`src/rtl/fss_pkg.sv`:
```
// Shared definitions for the fetch source selector.
// Assumes protection codes above the ROM-protected code are treated as it.
package fss_pkg;

    // Protection setting codes as presented on prot_mode.
    typedef enum logic [2:0] {
        PM_OPEN = 3'd0,
        PM_LVL1 = 3'd1,
        PM_LVL2 = 3'd2,
        PM_LVL3 = 3'd3,
        PM_ROM  = 3'd4
    } prot_mode_e;

    // Decision made for one fetch before it is registered.
    typedef struct packed {
        logic go_ext;
        logic pin_used;
    } route_t;

    // True when any protection is active (every code other than open).
    function automatic logic is_protected(input logic [2:0] mode);
        return (mode != PM_OPEN);
    endfunction

endpackage

```
`src/rtl/fss_pin_hold.sv`:
```
// Strap capture: follows the external-access pin on every clock edge while
// reset is held. After release it keeps the value seen at the last reset edge.
// Assumes rst_n is synchronous to clk.
module fss_pin_hold (
    input  logic clk,
    input  logic rst_n,
    input  logic ext_pin,
    output logic held_pin
);

    // Sample the strap only during reset; hold it afterwards.
    always_ff @(posedge clk) begin
        if (!rst_n) begin
            held_pin <= ext_pin;
        end
    end

endmodule

```
`src/rtl/fss_route.sv`:
```
// Combinational fetch routing. Compares the address against the last on-chip
// byte and applies the protection rules to pick on-chip or external storage.
// Assumes held_pin comes from the reset-time capture.
module fss_route
    import fss_pkg::*;
#(
    parameter int                ADDR_W      = 16,
    parameter logic [ADDR_W-1:0] ONCHIP_LAST = 16'h3FFF
) (
    input  logic [ADDR_W-1:0] pc,
    input  logic [2:0]        prot_mode,
    input  logic              live_pin,
    input  logic              held_pin,
    output route_t            route
);

    logic above_onchip;
    logic prot_on;

    // Classify the address and the protection state.
    always_comb begin
        above_onchip = (pc > ONCHIP_LAST);
        prot_on      = is_protected(prot_mode);
    end

    // Pick the source: high addresses are external, low ones follow the rules.
    always_comb begin
        route.pin_used = prot_on ? held_pin : live_pin;
        if (above_onchip) begin
            route.go_ext = 1'b1;
        end else if (prot_on) begin
            route.go_ext = 1'b0;
        end else begin
            route.go_ext = ~live_pin;
        end
    end

endmodule

```
`src/rtl/fss_out_reg.sv`:
```
// Output stage: registers the routing decision and steers the fetch address
// to the chosen memory. The address of the memory not chosen keeps its value.
// Assumes synchronous active-low reset.
module fss_out_reg
    import fss_pkg::*;
#(
    parameter int ADDR_W = 16,
    parameter int INT_AW = 14
) (
    input  logic              clk,
    input  logic              rst_n,
    input  logic              fetch_req,
    input  logic [ADDR_W-1:0] pc,
    input  route_t            route,
    output logic              fetch_vld,
    output logic              sel_ext,
    output logic              pin_seen,
    output logic [INT_AW-1:0] int_addr,
    output logic [ADDR_W-1:0] ext_addr
);

    // Request strobe, one cycle behind the request.
    always_ff @(posedge clk) begin
        if (!rst_n) begin
            fetch_vld <= 1'b0;
        end else begin
            fetch_vld <= fetch_req;
        end
    end

    // Select and strap report, loaded only on a request.
    always_ff @(posedge clk) begin
        if (!rst_n) begin
            sel_ext  <= 1'b0;
            pin_seen <= 1'b0;
        end else if (fetch_req) begin
            sel_ext  <= route.go_ext;
            pin_seen <= route.pin_used;
        end
    end

    // On-chip address, loaded only when the on-chip store is chosen.
    always_ff @(posedge clk) begin
        if (!rst_n) begin
            int_addr <= '0;
        end else if (fetch_req && !route.go_ext) begin
            int_addr <= pc[INT_AW-1:0];
        end
    end

    // External address, loaded only when the external bus is chosen.
    always_ff @(posedge clk) begin
        if (!rst_n) begin
            ext_addr <= '0;
        end else if (fetch_req && route.go_ext) begin
            ext_addr <= pc;
        end
    end

endmodule

```
`src/rtl/fetch_src_sel.sv`:
```
// Top of the fetch source selector. Captures the strap at reset, routes each
// fetch, and registers the result with the steered addresses.
// Assumes on-chip size is a power of two not larger than the code space.
module fetch_src_sel
    import fss_pkg::*;
#(
    parameter int ADDR_W       = 16,
    parameter int ONCHIP_BYTES = 16384
) (
    input  logic                            clk,
    input  logic                            rst_n,
    input  logic                            fetch_req,
    input  logic [ADDR_W-1:0]               pc,
    input  logic                            ext_pin,
    input  logic [2:0]                      prot_mode,
    output logic                            fetch_vld,
    output logic                            sel_ext,
    output logic                            pin_seen,
    output logic [$clog2(ONCHIP_BYTES)-1:0] int_addr,
    output logic [ADDR_W-1:0]               ext_addr
);

    localparam int                INT_AW      = $clog2(ONCHIP_BYTES);
    localparam logic [ADDR_W-1:0] ONCHIP_LAST = ADDR_W'(ONCHIP_BYTES - 1);

    logic   held_pin;
    route_t route;

    fss_pin_hold u_hold (
        .clk      (clk),
        .rst_n    (rst_n),
        .ext_pin  (ext_pin),
        .held_pin (held_pin)
    );

    fss_route #(
        .ADDR_W      (ADDR_W),
        .ONCHIP_LAST (ONCHIP_LAST)
    ) u_route (
        .pc        (pc),
        .prot_mode (prot_mode),
        .live_pin  (ext_pin),
        .held_pin  (held_pin),
        .route     (route)
    );

    fss_out_reg #(
        .ADDR_W (ADDR_W),
        .INT_AW (INT_AW)
    ) u_out (
        .clk       (clk),
        .rst_n     (rst_n),
        .fetch_req (fetch_req),
        .pc        (pc),
        .route     (route),
        .fetch_vld (fetch_vld),
        .sel_ext   (sel_ext),
        .pin_seen  (pin_seen),
        .int_addr  (int_addr),
        .ext_addr  (ext_addr)
    );

endmodule

```
`config.mk`:
```
export PLATFORM = sky130hd
export DESIGN_NAME = fetch_src_sel
export DESIGN_NICKNAME = d
export VERILOG_FILES = /design/src/rtl/fss_pkg.sv /design/src/rtl/fss_pin_hold.sv /design/src/rtl/fss_route.sv /design/src/rtl/fss_out_reg.sv /design/src/rtl/fetch_src_sel.sv
export SDC_FILE = /design/constraint.sdc
export NUM_CORES = 1
export LEC_CHECK = 0
export BUFFER_PORTS_ARGS = -buffer_cell sky130_fd_sc_hd__buf_2
export CAP_MARGIN = 20
export CORE_AREA = 2 2 56 58
export CTS_CLUSTER_DIAMETER = 150
export DETAILED_ROUTE_END_ITERATION = 10
export DIE_AREA = 0 0 58 60
export PLACE_DENSITY = 0.8
export SLEW_MARGIN = 40
export SYNTH_ARGS = -nofsm -noshare
export SYNTH_HDL_FRONTEND = slang
export SYNTH_SLANG_ARGS = --single-unit
```
`constraint.sdc`:
```
create_clock -name clk -period 2.9 [get_ports clk]
set_input_delay 0.725 -clock clk [delete_from_list [all_inputs] [get_ports clk]]
set_output_delay 0.725 -clock clk [all_outputs]
set_load 0.01 [all_outputs]
```
==> implementation parameters, run 1 <==
Parameter                              Value

Timing
  Setup TNS after final layout ... 0 ns
  Max Freq ... 583 MHz
  Final setup skew ... 0.00495 ns
  Slew at the pin closest to its max-slew limit ... 0.554 ns
  Number of setup violations in the final report ... 0
  Post-route clock period utilization ... 59.1%
  Hold Vio Cnt, Final ... 0
  Unrepaired setup endpoints after global routing ... false
  Worst relative slew slack ... 63.1%
  Minimum clock period after layout ... 1.72 ns
  Number of slew-limit violations in the final report ... 0

Cells and area
  Layout-stage area growth over the synthesis result ... 22.3%
  Total number of nets in the final design ... 225
  Share of final-layout standard cells stronger than drive strength 1 ... 34.2%
  Total inserted antenna cells ... 0

Detailed routing
  First-iteration detailed-routing DRC count ... 38
  Count of TritonRoute iterations in the first routing pass ... 4
  Vias per std cell ... 5.34
  Wire length reported by the detailed router ... 3190 um
  Mean routed wirelength per cell ... 13.6 um
  DRC violations left ... 0
  ANT nets after route ... 0
  Number of vias after detailed routing ... 1255

Clock tree
  Post-CTS setup-driven buffer insertion count ... 0
  # hold bufs at CTS ... 0
  Clock latency on the worst-skew pair ... 0.34 ns
  TritonCTS buffer count ... 5
  CTS H-tree lvls ... 2
  Clock slew at reported path FFs ... 0.09 ns
  Max Buffers Root-to-Sink ... 2
  CTS tree ... done
  Sinks on Clock Net ... 34
  Master cell of the clock root buffer ... sky130_fd_sc_hd__clkbuf_4
  CTS resizes ... 0

Synthesis
  Synth Flop Type ... sky130_fd_sc_hd__dfxtp_1
  Synthesis Warnings ... 0
  Average cell area after synthesis ... 9.14 sq um
  Number of synthesized flops with an enable pin ... 1
  Flop and latch count out of synthesis ... 34
  Most numerous cell in the Yosys netlist ... sky130_fd_sc_hd__dfxtp_1
  Most area-consuming cells after synthesis ... sky130_fd_sc_hd__dfxtp_1, sky130_fd_sc_hd__mux2i_1, sky130_fd_sc_hd__nand2_1
  Netlist cell types ... 24
  Synthesized area ... 1370 sq um
  Synthesized netlist cell count ... 150
  Cell type contributing the most total cell area after synthesis ... sky130_fd_sc_hd__dfxtp_1
  Synth top area share ... 48.2%
  Sequential share of the synthesized area ... 50.4%
  FFs w/ async S/R, synth ... 0%
  Commonest cells post-synth ... sky130_fd_sc_hd__dfxtp_1, sky130_fd_sc_hd__nand2_1, sky130_fd_sc_hd__o21ai_0, sky130_fd_sc_hd__a21oi_1, sky130_fd_sc_hd__mux2i_1
  Net count after synthesis ... 173

Global route
  GRT met2 Usage ... 28.9%
  Overall overflow remaining after global route ... 0
  Initial antenna violation count ... 0
  Global-route track usage on met1 ... 26.0%
  Total routing usage reported by global routing ... 19.7%
  Global-route wire length before repair ... 5090 um
  Met3 usage ... 8.01%
  Vias in the first global route ... 1104
  Most Crowded Layer GR ... met2
  Pin count of the biggest net entering global routing ... 37

Floorplanning
  Initial core utilization ... 47.2%
  Std cell rows ... 20
  Vertical extent of the die ... 60 um
  Top-level port count ... 56
  X dimension of the die ... 58 um
  Total Die Area ... 3480 sq um
  Core box area ... 2900 sq um

Placed design
  Detailed-placement wirelength estimate ... 2250 um
  Port buffer count ... 55
  RePlAce Congestion ... 0.819

Worst setup path
  Required time of the critical path ... 3.11 ns
  Type of destination of the critical path ... register
  Critical path peak fanout ... 15
  CP arrival ... 1.92 ns
  Class of the most critical setup path ... in -> reg
  Startpoint class of the critical path ... primary input
  Worst Reg-to-Reg Cells ... 2

Worst hold path
  Hold-critical path depth ... 2
  Class of the most critical hold timing path ... reg -> reg

Pwr
  Power per cell area ... 519 nW/um^2
  Maximum vdd drop ... 0.382 mV
  Lkg Pwr ... 0.000783 uW
  Overall power of the completed layout ... 870 uW

Status
  Status ... finished, final reports clean

Run
  Max-cap violations ... 0
sequential cells by signal, indices dropped and copies added, names as in the netlist:
register	count
u_out.ext_addr	16
u_out.int_addr	14
u_hold.held_pin	1
u_out.fetch_vld	1
u_out.pin_seen	1
u_out.sel_ext	1
path summary, 6_finish.rpt:
path | endpoint | startpoint | slack [ns]
setup / recovery | u_out.int_addr[10] | ext_pin | 1.18
hold / removal | u_out.ext_addr[0] | u_out.ext_addr[0] | 0.46
setup reg to reg | u_out.pin_seen | u_hold.held_pin | 2.20
hold reg to reg | u_out.ext_addr[0] | u_out.ext_addr[0] | 0.46
where the power goes:
| part | internal, uW | switching, uW |
|---|---|---|
| Clock | 87.1 | 156 |
| Sequential | 494 | 10.8 |
| Combinational | 52.2 | 69.8 |
worst max-delay path, stage by stage:
cell	delay [ns]
sky130_fd_sc_hd__buf_2	0.13
sky130_fd_sc_hd__or4_1	0.80
sky130_fd_sc_hd__nand3_1	0.19
sky130_fd_sc_hd__a21oi_1	0.07
cell families after synthesis:
family	Yosys count	synth area share, %
flops	34	50.4
simple gates	50	18.2
mux	15	10.9
compound gates	37	14.3
buf+inv	14	6.20
cell usage in the layout (no fill, tap or decap), drive strengths merged:
cell type	netlist	routed
clkbuf	8	5
inv	1	1
clkinv	0	2
a21oi	16	16
or4	1	1
or3b	1	1
nand3	14	14
a31o	2	2
and2	1	1
nor4	1	1
o31a	1	1
nor3b	1	1
edfxtp	1	1
and3	2	2
nor3	1	1
nand2	28	28
o21ai	18	18
dfxtp	33	33
buf	5	58
mux2i	15	15
final cells by class:
cell class | count | area [sq um]
Inverter | 1 | 3.75
Fill cell | 287 | 1230
Tap cell | 33 | 41.3
Multi-Input combinational cell | 102 | 596
Clock inverter | 2 | 10.0
Clock buffer | 5 | 37.5
Sequential cell | 34 | 691
Timing Repair Buffer | 58 | 298
layer usage:
metal / share of wire [%] / vias up
li1: - / 623
met1: 46 / 577
met2: 44 / 51
met3: 9.3 / 4
met4: 1.0 / 0
met5: 0 / -
stage by stage:
stage | std cells | hold slack (ns) | util (%) | instance area [sq um] | setup WS (ns)
after global placement | 228 | 0.443 | 56.1 | 1630 | 0.855
final | 235 | 0.457 | 57.8 | 1680 | 1.18
after detailed placement | 228 | 0.448 | 56.1 | 1630 | 0.833
after CTS | 235 | 0.461 | 57.8 | 1680 | 1.20
after global routing | 235 | 0.483 | 57.8 | 1680 | 1.13
after floorplan | 150 | 0.479 | - | 1370 | 1.13
Note: power is estimated with default switching activity, not from simulation.
==> run 2, diff against run 1 <==
Settings changed: CORE_AREA 2 2 56 58 to 2 2 61 63, DIE_AREA 0 0 58 60 to 0 0 63 65, PLACE_DENSITY 0.8 to 0.71.
Clock period 2.9 ns to 1.5 ns, I/O delays scaled along.
==> run 2 against run 1 <==
Effect of this change: setup slack worse by 0.91 ns; wire length up 0.56%; clock power up 120%; clock skew up 0.0024 ns; via count down 1.9%; flip-flop and latch count unchanged; final cell count up 9.8%; die area up 18%; global-route usage down 2.9 points; sequential power up 93%; highest routed layer unchanged.
==> implementation parameters, run 2 (synthesized netlist as in run 1, its figures left out) <==
Parameter                              Value

Global route
  Overall overflow remaining after global route ... 0
  Total routing usage reported by global routing ... 16.8%
  GRT met2 Usage ... 25.3%
  Global-route track usage on met1 ... 20.1%
  Pin count of the biggest net entering global routing ... 16
  Global-route wire length before repair ... 5220 um
  Vias in the first global route ... 1134
  Initial antenna violation count ... 0
  Most Crowded Layer GR ... met2
  Met3 usage ... 7.12%

Worst setup path
  Startpoint of the most critical register-to-register path ... u_hold.held_pin
  CP Buf/Inv Count ... 1
  Largest delay share family, worst path ... flip-flops
  Setup slack, reg-to-reg ... 0.77 ns
  Delay of the slowest critical-path stage ... 0.36 ns
  CP arrival ... 0.85 ns
  Class of the most critical setup path ... reg -> out
  Worst Reg-to-Reg Cells ... 2
  CP endpoint ... int_addr[4]
  Type of destination of the critical path ... output port
  Cell breakdown of the critical path ... buf_2
  Launching instance or port of the critical path ... u_out.int_addr[4]
  Number of stages on the worst setup path ... 1
  End of the worst register-to-register path ... u_out.pin_seen
  Required time of the critical path ... 1.12 ns
  Startpoint class of the critical path ... register
  Max stage delay cell, worst path ... sky130_fd_sc_hd__dfxtp_1
  Critical path peak fanout ... 2

Detailed routing
  ANT nets after route ... 0
  DRC violations left ... 0
  Number of vias after detailed routing ... 1231
  Count of TritonRoute iterations in the first routing pass ... 4
  Mean routed wirelength per cell ... 12.4 um
  First-iteration detailed-routing DRC count ... 23
  Vias per std cell ... 4.77
  Wire length reported by the detailed router ... 3210 um

Floorplanning
  Top-level port count ... 56
  Core box area ... 3500 sq um
  Std cell rows ... 22
  X dimension of the die ... 63 um
  Vertical extent of the die ... 65 um
  Total Die Area ... 4100 sq um
  Initial core utilization ... 39.2%

Timing
  Max Freq ... 819 MHz
  Hold Vio Cnt, Final ... 0
  Number of slew-limit violations in the final report ... 0
  Minimum clock period after layout ... 1.22 ns
  Slew at the pin closest to its max-slew limit ... 0.384 ns
  Worst relative slew slack ... 74.4%
  Number of setup violations in the final report ... 0
  Final setup skew ... 0.00739 ns
  Hold slack ... 0.279 ns
  Post-route clock period utilization ... 81.4%
  Unrepaired setup endpoints after global routing ... false

Cells and area
  Number of flip-flops in the largest register ... 16
  Leading cell types in the layout, fill and taps excluded ... sky130_fd_sc_hd__buf_2, sky130_fd_sc_hd__dfxtp_1, sky130_fd_sc_hd__nand2_1, sky130_fd_sc_hd__o21ai_0, sky130_fd_sc_hd__a21oi_1
  Most common cell after layout, fill and taps aside ... sky130_fd_sc_hd__buf_2
  Post-layout util ... 50.5%
  Total inserted antenna cells ... 0
  Total number of nets in the final design ... 232
  Largest registers ranked by flip-flop count ... u_out.ext_addr (16), u_out.int_addr (14)
  Largest Register ... u_out.ext_addr
  Layout-stage area growth over the synthesis result ... 28.6%
  Share of final-layout standard cells stronger than drive strength 1 ... 36.7%

Clock tree
  Sinks on Clock Net ... 34
  Clock slew at reported path FFs ... 0.11 ns
  Post-CTS setup-driven buffer insertion count ... 0
  Clock latency on the worst-skew pair ... 0.34 ns
  Max Buffers Root-to-Sink ... 2
  CTS H-tree lvls ... 2
  TritonCTS buffer count ... 5
  Master cell of the clock root buffer ... sky130_fd_sc_hd__clkbuf_4
  CTS tree ... done
  # hold bufs at CTS ... 0
  CTS resizes ... 0

Pwr
  Power per cell area ... 1000 nW/um^2
  Lkg Pwr ... 0.000820 uW
  Maximum vdd drop ... 0.592 mV

Worst hold path
  Class of the most critical hold timing path ... in -> reg

Placed design
  Detailed-placement wirelength estimate ... 2350 um
  RePlAce Congestion ... 0.773
  Port buffer count ... 55

Run
  Max-cap violations ... 0

Status
  Status ... finished, final reports clean
[run 2: cell type report]
| class | instances | area, sq um |
|---|---|---|
| multi-input cells | 102 | 596 |
| clock inverters | 2 | 12.5 |
| flip-flops and latches | 34 | 691 |
| fillers | 341 | 1730 |
| well taps | 48 | 60.1 |
| clock buffers | 6 | 51.3 |
| repair buffers | 65 | 350 |
| inverters | 1 | 3.75 |
[run 2: how the worst min path moves through the flow]
stage                              end         startpoint  cells after the start  slack [ns]
finish              u_out.ext_addr[13]             pc[13]                      3        0.28
global route         u_out.ext_addr[9]              pc[9]                      3        0.26
CTS                 u_out.ext_addr[13]             pc[13]                      3        0.26
floorplan              u_hold.held_pin            ext_pin                      0        0.47
detailed placement   u_out.ext_addr[1]  u_out.ext_addr[1]                      2        0.44
global placement     u_out.ext_addr[7]  u_out.ext_addr[7]                      2        0.44
[run 2: per-layer routing]
layer | wire length [um] | part of all wire (%)
met2 | 1480 | 46
met3 | 209 | 6.5
met4 | 68 | 2.1
met5 | 0 | 0
met1 | 1450 | 45
[run 2: metrics by stage]
step / instance area, sq um / worst slack (ns) / instances / TNS, ns / total power, uW
after CTS: 1760 / 0.269 / 258 / 0 / 1790
after detailed placement: 1700 / -0.00707 / 250 / -0.0192 / 1250
after global placement: 1700 / -0.00104 / 250 / -0.00104 / 1250
after floorplan: 1370 / 0.0836 / 150 / 0 / 1140
after global routing: 1760 / 0.231 / 258 / 0 / 1870
final: 1760 / 0.279 / 258 / 0 / 1770
[run 2: report_power, final]
part	total [uW]	internal (uW)	switching (uW)
Sequential	977	955	22.1
Combinational	251	113	138
Clock	538	225	313
Total	1770	1290	474
==> run 3, diff against run 2 <==
Settings changed: ABC_AREA set to 1, CORE_AREA 2 2 61 63 to 2 2 62 64, DIE_AREA 0 0 63 65 to 0 0 64 66, PLACE_DENSITY 0.71 to 0.72.
Clock period 1.5 ns to 1.05 ns, I/O delays scaled along.
==> run 3 against run 2 <==
Effect of this change: the run now ends with setup timing left; die area increased by 3.2%; via count is 15% higher; final cell count increased by 25%; clock skew shrank 0.0073 ns; critical path depth is the same; total power rose by 58%; wire length is 7.8% higher; largest power group unchanged; count of clock-buffer cells in the layout increased by 1; global-route usage grew 1.6 points; register-to-register slack got worse by 0.47 ns; highest routed layer unchanged; first-iteration DRC count grew to 4.1 times the previous value; flip-flop and latch count is the same.
==> implementation parameters, run 3 <==
Parameter                              Value

Status
  Status ... finished, violations left
  Failing checks ... setup timing

Synthesis
  Sequential share of the synthesized area ... 47.3%
  Most area-consuming cells after synthesis ... sky130_fd_sc_hd__dfxtp_1, sky130_fd_sc_hd__nand2_1, sky130_fd_sc_hd__nor2_1
  Net count after synthesis ... 239
  Synthesized netlist cell count ... 216
  Cell type contributing the most total cell area after synthesis ... sky130_fd_sc_hd__dfxtp_1
  Synth top area share ... 45.2%
  Netlist cell types ... 15
  Most numerous cell in the Yosys netlist ... sky130_fd_sc_hd__nand2_1
  Flop and latch count out of synthesis ... 34
  Commonest cells post-synth ... sky130_fd_sc_hd__nand2_1, sky130_fd_sc_hd__nor2_1, sky130_fd_sc_hd__inv_1, sky130_fd_sc_hd__dfxtp_1, sky130_fd_sc_hd__nand3_1
  Synthesis Warnings ... 0
  Number of synthesized flops with an enable pin ... 1
  Synth Flop Type ... sky130_fd_sc_hd__dfxtp_1
  FFs w/ async S/R, synth ... 0%
  Synthesized area ... 1460 sq um
  Average cell area after synthesis ... 6.77 sq um

Clock tree
  Clock latency on the worst-skew pair ... 0.33 ns
  CTS H-tree lvls ... 2
  CTS tree ... done
  Max Buffers Root-to-Sink ... 2
  # hold bufs at CTS ... 0
  TritonCTS buffer count ... 5
  Sinks on Clock Net ... 34
  Master cell of the clock root buffer ... sky130_fd_sc_hd__clkbuf_4
  Clock slew at reported path FFs ... 0.10 ns

Timing
  Number of setup violations in the final report ... 2
  Number of slew-limit violations in the final report ... 0
  Setup TNS after final layout ... -0.00371 ns
  Minimum clock period after layout ... 1.05 ns
  Unrepaired setup endpoints after global routing ... true
  Hold Vio Cnt, Final ... 0
  Post-route clock period utilization ... 100%
  Final setup skew ... 0.000122 ns
  Post-route worst setup slack ... -0.00254 ns
  Slew at the pin closest to its max-slew limit ... 0.184 ns
  Max Freq ... 950 MHz
  Worst relative slew slack ... 87.7%

Detailed routing
  Vias per std cell ... 4.39
  DRC violations left ... 0
  Count of TritonRoute iterations in the first routing pass ... 6
  ANT nets after route ... 0
  Wire length reported by the detailed router ... 3460 um
  First-iteration detailed-routing DRC count ... 94
  Mean routed wirelength per cell ... 10.7 um
  Number of vias after detailed routing ... 1417

Cells and area
  Total inserted antenna cells ... 0
  Post-layout util ... 60.6%
  Leading cell types in the layout, fill and taps excluded ... sky130_fd_sc_hd__nand2_1, sky130_fd_sc_hd__nor2_1, sky130_fd_sc_hd__inv_1, sky130_fd_sc_hd__buf_6, sky130_fd_sc_hd__dfxtp_2
  Number of non-filler instances in the completed layout ... 323
  Total number of nets in the final design ... 297
  Share of final-layout standard cells stronger than drive strength 1 ... 38.5%
  Layout-stage area growth over the synthesis result ... 47.2%
  Area of all placed cells without fillers ... 2150 sq um
  Largest Register ... u_out.ext_addr
  Largest registers ranked by flip-flop count ... u_out.ext_addr (16), u_out.int_addr (14)
  Number of flip-flops in the largest register ... 16
  Most common cell after layout, fill and taps aside ... sky130_fd_sc_hd__nand2_1

Placed design
  RePlAce Congestion ... 0.796
  Pre-CTS setup slack ... -0.161 ns
  Detailed-placement wirelength estimate ... 2380 um
  Cells after DPL ... 313
  Port buffer count ... 55
  Placement-stage cell area ... 1840 sq um

Worst setup path
  CP Buf/Inv Count ... 1
  Startpoint of the most critical register-to-register path ... u_hold.held_pin
  Delay of the slowest critical-path stage ... 0.36 ns
  Required time of the critical path ... 0.79 ns
  Max stage delay cell, worst path ... sky130_fd_sc_hd__dfxtp_2
  Critical path peak fanout ... 2
  Worst Reg-to-Reg Cells ... 4
  Startpoint class of the critical path ... register
  Launching instance or port of the critical path ... u_out.pin_seen
  Type of destination of the critical path ... output port
  Cell breakdown of the critical path ... buf_6
  CP arrival ... 0.79 ns
  Number of stages on the worst setup path ... 1
  Largest delay share family, worst path ... flip-flops
  Class of the most critical setup path ... reg -> out

Global route
  Pin count of the biggest net entering global routing ... 32
  Vias in the first global route ... 1399
  Global-route wire length before repair ... 6060 um
  Initial antenna violation count ... 0
  Total routing usage reported by global routing ... 18.4%
  Overall overflow remaining after global route ... 0

Floorplanning
  Std cell rows ... 22
  Core box area ... 3550 sq um
  Total Die Area ... 4220 sq um
  Vertical extent of the die ... 66 um
  X dimension of the die ... 64 um
  Initial core utilization ... 41.2%
  Top-level port count ... 56

Worst hold path
  Hold-critical path depth ... 1
  Startpoint of the tightest hold check path ... ext_pin
  Class of the most critical hold timing path ... in -> reg

Run
  Max-cap violations ... 0

Pwr
  Power per cell area ... 1290 nW/um^2
  Logic pwr share ... 20.4%
  Sequential share of power ... 52.5%
  Clock share of power ... 27.2%
  Maximum vdd drop ... 0.851 mV
  Lkg Pwr ... 0.00117 uW
  Psw ... 755 uW
  Pint ... 2030 uW
  Sw frac ... 27.1%
run 3: cell types whose count changed after synthesis, sizes merged, moves of 2 or more:
cell    previous run  this run
clkbuf             8         2
mux2i             15         0
nand3             14        18
a31o               2         0
buf                5        12
and3               2         0
inv                1        35
nor2               0        47
nand2             28        51
o211ai             0         2
o21ai             18         0
run 3: logic make-up after synthesis:
logic type             Yosys count  synth area share [%]
AND/OR/NAND/NOR                116                  31.8
buffers and inverters           49                  14.7
flip-flops                      34                  47.3
AO/OA/AOI/OAI                   17                  6.16
run 3: worst paths after layout:
path                        endpoint  slack, ns
hold / removal       u_hold.held_pin       0.13
setup reg to reg      u_out.pin_seen       0.30
setup / recovery            pin_seen     -0.003
hold reg to reg   u_out.ext_addr[14]       0.48
run 3: what timing repair did:
action                     4_1_cts  5_1_grt
gates resized for setup         64        0
setup buffers                    2        0
setup endpoints to repair       32       33
pin swaps                        0        0
run 3: power groups by stage:
stage	Sequential, uW	Clock [uW]	Combinational, uW
after floorplan	1490	0	230
after global placement	1450	0	463
after detailed placement	1450	0	473
after CTS	1460	782	570
after global routing	1470	831	638
final	1460	756	567
run 3: final cells by class:
cell class	count	area, sq um
fill	351	1400
sequential	34	731
timing repair buffer	65	613
multi-input combinational	133	556
inverter	35	131
tap	48	60.1
clock buffer	7	55.1
clock inverter	1	5.00
run 3: metal layers:
layer	up-vias	global-route usage (%)	part of all wire (%)
met3	4	5.62	5.0
met2	35	32.6	49
li1	756	-	-
met1	622	21.6	45
met4	0	4.89	0.89
met5	-	0	0
run 3: worst reg2reg max path: cells and delay by family (launching register included):
kind | cells | cell delay, ns
AO/OA/AOI/OAI | 1 | 0.08
buffers and inverters | 1 | 0.03
flip-flops | 1 | 0.39
AND/OR/NAND/NOR | 2 | 0.15
run 3: through the flow:
step	hold slack, ns	power (uW)
2_1_floorplan	0.361	1720
3_3_place_gp	0.459	1910
3_5_place_dp	0.460	1930
4_1_cts	0.126	2810
5_1_grt	0.117	2940
6_report	0.131	2780
